[src/rtl/flash_prog_pkg.sv]
package flash_prog_pkg;

  localparam logic [2:0] IDX_CTRL = 3'd0;
  localparam logic [2:0] IDX_TRIG = 3'd1;
  localparam logic [2:0] IDX_CMD  = 3'd2;
  localparam logic [2:0] IDX_ADDR = 3'd3;
  localparam logic [2:0] IDX_DATA = 3'd4;
  localparam logic [2:0] IDX_BASE = 3'd5;

  localparam int CB_ISP  = 0;
  localparam int CB_BOOT = 1;
  localparam int CB_APPW = 3;
  localparam int CB_CFGU = 4;
  localparam int CB_LDRU = 5;
  localparam int CB_FAIL = 6;

  localparam int CMD_W = 6;
  localparam logic [CMD_W-1:0] CMD_READ  = 6'h00;
  localparam logic [CMD_W-1:0] CMD_PROG  = 6'h21;
  localparam logic [CMD_W-1:0] CMD_ERASE = 6'h22;

  typedef enum logic [1:0] {
    FOP_READ  = 2'd0,
    FOP_PROG  = 2'd1,
    FOP_ERASE = 2'd2
  } fl_op_e;

  typedef enum logic [1:0] {
    ST_IDLE  = 2'd0,
    ST_CHECK = 2'd1,
    ST_ISSUE = 2'd2
  } fsm_e;

  typedef struct packed {
    logic trigClr;
    logic failSet;
    logic rdCapture;
  } ctl_strobe_t;

  typedef struct packed {
    logic bootSel;
    logic appWrEn;
    logic cfgUpdEn;
    logic ldrUpdEn;
  } prot_bits_t;

endpackage

[src/rtl/fpc_datapath.sv]
module fpc_datapath
  import flash_prog_pkg::*;
#(
  parameter int AW = 32,
  parameter int DW = 32
) (
  input  logic                 clk,
  input  logic                 rstN,
  input  logic                 porN,
  input  logic                 cfgBootBit,
  input  logic [AW-1:0]        cfgDataBase,
  input  logic                 regWrEn,
  input  logic [2:0]           regIdx,
  input  logic [DW-1:0]        regWrData,
  output logic [DW-1:0]        regRdData,
  input  ctl_strobe_t          strobe,
  input  logic [DW-1:0]        flRdData,
  output prot_bits_t           protBits,
  output logic                 trigBusy,
  output logic                 trigStart,
  output logic [CMD_W-1:0]     cmdCode,
  output logic [AW-1:0]        opAddr,
  output logic [DW-1:0]        opData,
  output logic [AW-1:0]        dataBase
);

  logic ispEn, bootSel, appWrEn, cfgUpdEn, ldrUpdEn, failFlag;
  logic wrCtrl, wrTrig, wrCmd, wrAddr, wrData;

  assign wrCtrl = regWrEn && (regIdx == IDX_CTRL);
  assign wrTrig = regWrEn && (regIdx == IDX_TRIG);
  assign wrCmd  = regWrEn && (regIdx == IDX_CMD);
  assign wrAddr = regWrEn && (regIdx == IDX_ADDR);
  assign wrData = regWrEn && (regIdx == IDX_DATA);

  assign trigStart = wrTrig && regWrData[0] && ispEn && !trigBusy;

  // boot select survives every reset except power-on
  always_ff @(posedge clk) begin
    if (!porN)       bootSel <= ~cfgBootBit;
    else if (wrCtrl) bootSel <= regWrData[CB_BOOT];
  end

  always_ff @(posedge clk) begin
    if (!rstN) begin
      ispEn    <= 1'b0;
      appWrEn  <= 1'b0;
      cfgUpdEn <= 1'b0;
      ldrUpdEn <= 1'b0;
      failFlag <= 1'b0;
      trigBusy <= 1'b0;
      cmdCode  <= '0;
      opAddr   <= '0;
      opData   <= '0;
      dataBase <= cfgDataBase;
    end else begin
      if (wrCtrl) begin
        ispEn    <= regWrData[CB_ISP];
        appWrEn  <= regWrData[CB_APPW];
        cfgUpdEn <= regWrData[CB_CFGU];
        ldrUpdEn <= regWrData[CB_LDRU];
      end
      if (strobe.failSet)                      failFlag <= 1'b1;
      else if (wrCtrl && regWrData[CB_FAIL])   failFlag <= 1'b0;

      if (trigStart)           trigBusy <= 1'b1;
      else if (strobe.trigClr) trigBusy <= 1'b0;

      if (!trigBusy) begin
        if (wrCmd)  cmdCode <= regWrData[CMD_W-1:0];
        if (wrAddr) opAddr  <= regWrData[AW-1:0];
        if (wrData) opData  <= regWrData;
      end
      if (strobe.rdCapture) opData <= flRdData;
    end
  end

  assign protBits = '{bootSel: bootSel, appWrEn: appWrEn,
                      cfgUpdEn: cfgUpdEn, ldrUpdEn: ldrUpdEn};

  always_comb begin
    regRdData = '0;
    unique case (regIdx)
      IDX_CTRL: begin
        regRdData[CB_ISP]  = ispEn;
        regRdData[CB_BOOT] = bootSel;
        regRdData[CB_APPW] = appWrEn;
        regRdData[CB_CFGU] = cfgUpdEn;
        regRdData[CB_LDRU] = ldrUpdEn;
        regRdData[CB_FAIL] = failFlag;
      end
      IDX_TRIG: regRdData[0] = trigBusy;
      IDX_CMD:  regRdData[CMD_W-1:0] = cmdCode;
      IDX_ADDR: regRdData[AW-1:0] = opAddr;
      IDX_DATA: regRdData = opData;
      IDX_BASE: regRdData[AW-1:0] = dataBase;
      default:  regRdData = '0;
    endcase
  end

  // a start written while disabled leaves the block idle
  p_ignore_disabled_r2: assert property (@(posedge clk) disable iff (!rstN)
    (wrTrig && regWrData[0] && !ispEn && !trigBusy) |=> !trigBusy);

  // write-one clears the flag unless a refusal lands in the same cycle
  p_fail_w1c_r10: assert property (@(posedge clk) disable iff (!rstN)
    (wrCtrl && regWrData[CB_FAIL] && !strobe.failSet) |=> !failFlag);

  p_fail_sticky_r10: assert property (@(posedge clk) disable iff (!rstN)
    (failFlag && !(wrCtrl && regWrData[CB_FAIL])) |=> failFlag);

  // operands frozen while busy
  p_busy_hold_r11: assert property (@(posedge clk) disable iff (!rstN)
    (trigBusy && wrAddr) |=> $stable(opAddr));

  // base address never changes outside reset
  p_base_hold_r12: assert property (@(posedge clk) disable iff (!rstN)
    1'b1 |=> $stable(dataBase));

endmodule

[src/rtl/fpc_control.sv]
module fpc_control
  import flash_prog_pkg::*;
#(
  parameter int AW = 32,
  parameter int unsigned APP_SIZE = 32'h0000_8000,
  parameter int unsigned LDR_BASE = 32'h0010_0000,
  parameter int unsigned LDR_SIZE = 32'h0000_1000,
  parameter int unsigned CFG_BASE = 32'h0030_0000,
  parameter int unsigned CFG_SIZE = 32'h0000_0010
) (
  input  logic             clk,
  input  logic             rstN,
  input  logic             trigStart,
  input  logic             trigBusy,
  input  prot_bits_t       protBits,
  input  logic [CMD_W-1:0] cmdCode,
  input  logic [AW-1:0]    opAddr,
  input  logic [AW-1:0]    dataBase,
  input  logic             bodEvent,
  input  logic             flAck,
  output ctl_strobe_t      strobe,
  output logic             flReq,
  output logic [1:0]       flOp
);

  localparam logic [AW-1:0] APP_END = AW'(APP_SIZE);
  localparam logic [AW-1:0] LDR_LO  = AW'(LDR_BASE);
  localparam logic [AW-1:0] LDR_END = AW'(LDR_BASE + LDR_SIZE);
  localparam logic [AW-1:0] CFG_LO  = AW'(CFG_BASE);
  localparam logic [AW-1:0] CFG_END = AW'(CFG_BASE + CFG_SIZE);

  fsm_e   state, stateNxt;
  fl_op_e opKind;
  logic   cmdKnown, isWrite, aligned;
  logic   inApp, inLdr, inCfg, inData, regionOk, refuse;

  always_comb begin
    cmdKnown = 1'b1;
    opKind   = FOP_READ;
    unique case (cmdCode)
      CMD_READ:  opKind = FOP_READ;
      CMD_PROG:  opKind = FOP_PROG;
      CMD_ERASE: opKind = FOP_ERASE;
      default:   cmdKnown = 1'b0;
    endcase
  end

  assign isWrite = (opKind != FOP_READ);
  assign aligned = (opAddr[1:0] == 2'b00);
  assign inApp   = (opAddr < APP_END);
  assign inLdr   = (opAddr >= LDR_LO) && (opAddr < LDR_END);
  assign inCfg   = (opAddr >= CFG_LO) && (opAddr < CFG_END);
  assign inData  = inApp && (opAddr >= dataBase);

  // region and protection rules
  always_comb begin
    if (inCfg)
      regionOk = protBits.cfgUpdEn;
    else if (inLdr)
      regionOk = !isWrite || (!protBits.bootSel && protBits.ldrUpdEn);
    else if (inApp)
      regionOk = !isWrite || inData || protBits.bootSel || protBits.appWrEn;
    else
      regionOk = 1'b0;
  end

  assign refuse = !cmdKnown || !aligned || !regionOk || bodEvent;

  always_ff @(posedge clk) begin
    if (!rstN) state <= ST_IDLE;
    else       state <= stateNxt;
  end

  always_comb begin
    stateNxt = state;
    strobe   = '0;
    flReq    = 1'b0;
    unique case (state)
      ST_IDLE:  if (trigStart) stateNxt = ST_CHECK;
      ST_CHECK: begin
        if (refuse) begin
          strobe.failSet = 1'b1;
          strobe.trigClr = 1'b1;
          stateNxt       = ST_IDLE;
        end else begin
          stateNxt = ST_ISSUE;
        end
      end
      ST_ISSUE: begin
        flReq = 1'b1;
        if (flAck) begin
          strobe.trigClr   = 1'b1;
          strobe.rdCapture = (opKind == FOP_READ);
          stateNxt         = ST_IDLE;
        end
      end
      default: stateNxt = ST_IDLE;
    endcase
  end

  assign flOp = opKind;

  // a request only exists while the start bit reads busy
  p_req_busy_r3: assert property (@(posedge clk) disable iff (!rstN)
    flReq |-> trigBusy);

  // request and address held until acknowledged
  p_req_hold_r11: assert property (@(posedge clk) disable iff (!rstN)
    (flReq && !flAck) |=> (flReq && $stable(opAddr)));

  // acknowledge ends the operation
  p_ack_done_r3: assert property (@(posedge clk) disable iff (!rstN)
    (flReq && flAck) |=> (!flReq && !trigBusy));

  // only aligned addresses reach the flash
  p_aligned_r5: assert property (@(posedge clk) disable iff (!rstN)
    flReq |-> (opAddr[1:0] == 2'b00));

  // a refusal returns to idle without a request
  p_refuse_ends_r5: assert property (@(posedge clk) disable iff (!rstN)
    (state == ST_CHECK && refuse) |=> (!flReq && !trigBusy));

endmodule

[src/rtl/flash_prog_ctrl.sv]
module flash_prog_ctrl
  import flash_prog_pkg::*;
#(
  parameter int AW = 32,
  parameter int DW = 32,
  parameter int unsigned APP_SIZE = 32'h0000_8000,
  parameter int unsigned LDR_BASE = 32'h0010_0000,
  parameter int unsigned LDR_SIZE = 32'h0000_1000,
  parameter int unsigned CFG_BASE = 32'h0030_0000,
  parameter int unsigned CFG_SIZE = 32'h0000_0010
) (
  input  logic          clk,
  input  logic          rstN,
  input  logic          porN,
  input  logic          cfgBootBit,
  input  logic [AW-1:0] cfgDataBase,
  input  logic          bodEvent,
  input  logic          regWrEn,
  input  logic [2:0]    regIdx,
  input  logic [DW-1:0] regWrData,
  output logic [DW-1:0] regRdData,
  output logic          flReq,
  output logic [1:0]    flOp,
  output logic [AW-1:0] flAddr,
  output logic [DW-1:0] flWrData,
  input  logic          flAck,
  input  logic [DW-1:0] flRdData
);

  logic             sysRstN;
  ctl_strobe_t      strobe;
  prot_bits_t       protBits;
  logic             trigBusy, trigStart;
  logic [CMD_W-1:0] cmdCode;
  logic [AW-1:0]    dataBase;

  assign sysRstN = rstN && porN;

  fpc_datapath #(.AW(AW), .DW(DW)) u_dp (
    .clk(clk), .rstN(sysRstN), .porN(porN),
    .cfgBootBit(cfgBootBit), .cfgDataBase(cfgDataBase),
    .regWrEn(regWrEn), .regIdx(regIdx), .regWrData(regWrData),
    .regRdData(regRdData), .strobe(strobe), .flRdData(flRdData),
    .protBits(protBits), .trigBusy(trigBusy), .trigStart(trigStart),
    .cmdCode(cmdCode), .opAddr(flAddr), .opData(flWrData),
    .dataBase(dataBase)
  );

  fpc_control #(
    .AW(AW), .APP_SIZE(APP_SIZE), .LDR_BASE(LDR_BASE), .LDR_SIZE(LDR_SIZE),
    .CFG_BASE(CFG_BASE), .CFG_SIZE(CFG_SIZE)
  ) u_ctl (
    .clk(clk), .rstN(sysRstN), .trigStart(trigStart), .trigBusy(trigBusy),
    .protBits(protBits), .cmdCode(cmdCode), .opAddr(flAddr),
    .dataBase(dataBase), .bodEvent(bodEvent), .flAck(flAck),
    .strobe(strobe), .flReq(flReq), .flOp(flOp)
  );

endmodule

[config.mk]
export PLATFORM = sky130hd
export DESIGN_NAME = flash_prog_ctrl
export DESIGN_NICKNAME = d
export VERILOG_FILES = /design/src/rtl/flash_prog_pkg.sv /design/src/rtl/fpc_datapath.sv /design/src/rtl/fpc_control.sv /design/src/rtl/flash_prog_ctrl.sv
export SDC_FILE = /design/constraint.sdc
export NUM_CORES = 1
export LEC_CHECK = 0
export BUFFER_PORTS_ARGS = -buffer_cell sky130_fd_sc_hd__buf_2
export CORE_MARGIN = 1
export CORE_UTILIZATION = 56
export CTS_BUF_LIST = sky130_fd_sc_hd__clkbuf_8
export DETAILED_ROUTE_END_ITERATION = 8
export GPL_TIMING_DRIVEN = 1
export PLACE_DENSITY = 0.88
export SYNTH_ARGS = -nofsm -noshare
export SYNTH_HDL_FRONTEND = slang
export SYNTH_SLANG_ARGS = --single-unit
[constraint.sdc]
create_clock -name clk -period 7.6 [get_ports clk]
set_input_delay 2.28 -clock clk [delete_from_list [all_inputs] [get_ports clk]]
set_output_delay 2.28 -clock clk [all_outputs]
set_load 0.01 [all_outputs]
==> impl_metrics.ini <==
[min_path]
hold-path-cell-count = 2
hp-class = reg2reg

[floorplanning]
die_area_um2 = 11200
die_y_um = 106
initial_core_util_pct = 58.1
core-area_um2 = 10400
die_w_um = 106
rows = 37
io_pins = 205

[synthesis]
async_reset_ff_share_pct = 0
synth_cell_types = 56
avgSynthCellArea_um2 = 8.98
ys_ff_latch = 111
synth_area_leaders = dfxtp_1 (26%), edfxtp_1 (16%), mux2i_1 (11%), ha_1 (7.7%), nand2_1 (5.2%)
synthFlopType = dfxtp_1
syn_area_um2 = 6020
yosys_warnings = 0
ys_seq_area_share_pct = 42.4
synth_top_cell_area_share_pct = 25.9
syn_nets = 814
synth_top_area_cell = dfxtp_1
syn_inst = 671
synth_edf_count = 33

[global_route]
gr-total-overflow = 0
grt_pass1_wl_um = 27500
track_usage_pct = 31.3
first_global_vias = 5532
grt_max_degree = 72
antenna_found_initial = 1

[clocking]
clk_latency_ps = 370
cts.sinks = 111
ctsHoldBuffers = 0
htreeDepth = 3
clockBufferDepth = 2
cts_setup_buffers = 0
root_buffer = clkbuf_8
path_clk_slew_ps = 110
cts_tree = yes
numCtsBuffers = 9
cts_resized = 0

[sta]
tns_ps = 0
skew_ps = 11.1
slew_viol_final = 0
setup_viol = 0
max_freq_mhz = 154
worst_pin_slew_ps = 1040
maxSlewHeadroom_pct = 30.7
period_minus_slack_ps = 6490
hold_viol_final = 0
rsz0062_at_grt = no
hold_ws_ps = 520
setup_slack_ps = 1110
post-route-period-util_pct = 85.4

[routing]
viasPerCell = 5.76
drt-initial-drc-count = 348
first_pass_iters = 5
vias = 5740
drt-wirelength-per-cell_um = 17.6
antenna_left = 0
drcViolationCount = 0
wl_um = 17500

[cells_and_area]
syn2layout_area_growth_pct = 21.8
final_common_cell = buf_2
n_fill_cell = 848
final_cell_mix = buf_2 (204), nand2_1 (83), nor2_1 (83)
antenna_cells = 0
final_nets = 999
drive_gt1_share_pct = 28.0

[flow_run]
maxCapViolCount = 0

[worst_setup_path]
startpoint_type = primary input
path_max_fanout = 39
cp.required_ps = 5320
cp.depth = 7
worst_r2r_path_depth = 8
critPathTopFamily = buffers and inverters
cp_slowest_cell = buf_2
cp.buffers_inverters = 3
critPathMaxStageDelay_ps = 650
worstPathArrival_ps = 4210
endpoint_kind = output port
critPathKind = in2out
crit_chain = buf_2 > buf_4 > mux2i_1 > o22ai_1 > o21ai_0 > o21ai_0 > buf_2

[power_and_ir_drop]
p_leak_nw = 3.57
p_per_area_nw_per_um2 = 156
ir_worst_vdd_mv = 0.138

[placement]
hpwl_um = 12700
port_buffers = 204
preCtsSetupSlack_ps = 1150
globalplace.congestion = 0.869

[run_status]
status = completed
stage by stage:
step,instances,power [mW],instance area (um2),util [%]
finish,997,1.15,7340,70.8
global route,997,1.19,7340,70.8
CTS,997,1.15,7340,70.8
detailed placement,981,0.796,7140,68.9
global placement,981,0.792,7140,68.9
floorplan,671,0.731,6020,-
state kept, by name, indices dropped and copies added, names as in the netlist:
| name | cells |
|---|---|
| u_dp.trigBusy | 1 |
| u_dp.bootSel | 1 |
| u_dp.dataBase | 32 |
| u_dp.cfgUpdEn | 1 |
| u_dp.cmdCode | 6 |
| u_dp.ldrUpdEn | 1 |
| u_dp.opAddr | 32 |
| u_dp.failFlag | 1 |
| u_dp.ispEn | 1 |
| u_dp.opData | 32 |
| u_dp.appWrEn | 1 |
| u_ctl.state | 2 |
Yosys cell counts, types with 3 or more instances:
| cell | n |
|---|---|
| nand2_1 | 83 |
| nor2_1 | 83 |
| dfxtp_1 | 78 |
| mux2i_1 | 67 |
| a21oi_1 | 61 |
| inv_1 | 39 |
| ha_1 | 37 |
| a211oi_1 | 33 |
| edfxtp_1 | 33 |
| clkbuf_1 | 27 |
| a22o_1 | 18 |
| o21ai_0 | 16 |
| buf_2 | 9 |
| nand3_1 | 8 |
| nand4_1 | 6 |
| nor4_1 | 6 |
| and2_1 | 5 |
| nand2b_1 | 5 |
| nor2b_1 | 5 |
| and3_1 | 4 |
| buf_1 | 4 |
| and4_1 | 3 |
| o22ai_1 | 3 |
kinds of logic (layout without fill, tap and decap cells):
logic type | Yosys count | after routing | synth area share (%)
AOI/OAI and AO/OA | 150 | 150 | 16.4
xor gates and xnor gates | 2 | 2 | 0.291
adders and majority gates | 37 | 37 | 7.68
buffers and inverters | 80 | 270 | 5.17
DFF | 111 | 111 | 42.4
muxes | 69 | 69 | 11.7
and+or+nand+nor | 222 | 222 | 16.4
area by class of cell:
type,count,area [um2],area share [%]
Multi-Input combinational cell,480,3170,43.2
Sequential cell,111,2550,34.8
Timing Repair Buffer,214,1100,14.9
Tap cell,136,170,2.32
Inverter,40,151,2.06
Clock buffer,9,124,1.69
Clock inverter,7,72.6,0.989
worst paths after layout:
| check | to | startpoint | slack (ps) |
|---|---|---|---|
| worst max-delay path | regRdData[1] | regIdx[0] | 1110 |
| worst min-delay path | u_dp.opAddr[27] | u_dp.opAddr[27] | 520 |
| worst max register to register | u_dp.trigBusy | u_dp.dataBase[29] | 5090 |
| worst min register to register | u_dp.opAddr[27] | u_dp.opAddr[27] | 520 |
layer usage:
layer / share of wire (%) / vias up / wire [um] / GRT usage [%]
met5: 0 / - / 0 / 0
met3: 8.1 / 42 / 1420 / 6.62
li1: - / 2757 / - / -
met4: 2.6 / 0 / 453 / 12.3
met2: 49 / 267 / 8570 / 54.2
met1: 40 / 2674 / 7080 / 37.8
worst min-delay path, stage by stage, from the launching register on:
cell and delay (ps):
dfxtp_1 360, nand2_1 70, a21oi_1 60
report_power, final:
group	internal [mW]	switching [mW]
Combinational	0.0582	0.0817
Sequential	0.631	0.0145
Clock	0.154	0.208
Total	0.843	0.304
Note: power is estimated with default switching activity, not from simulation.
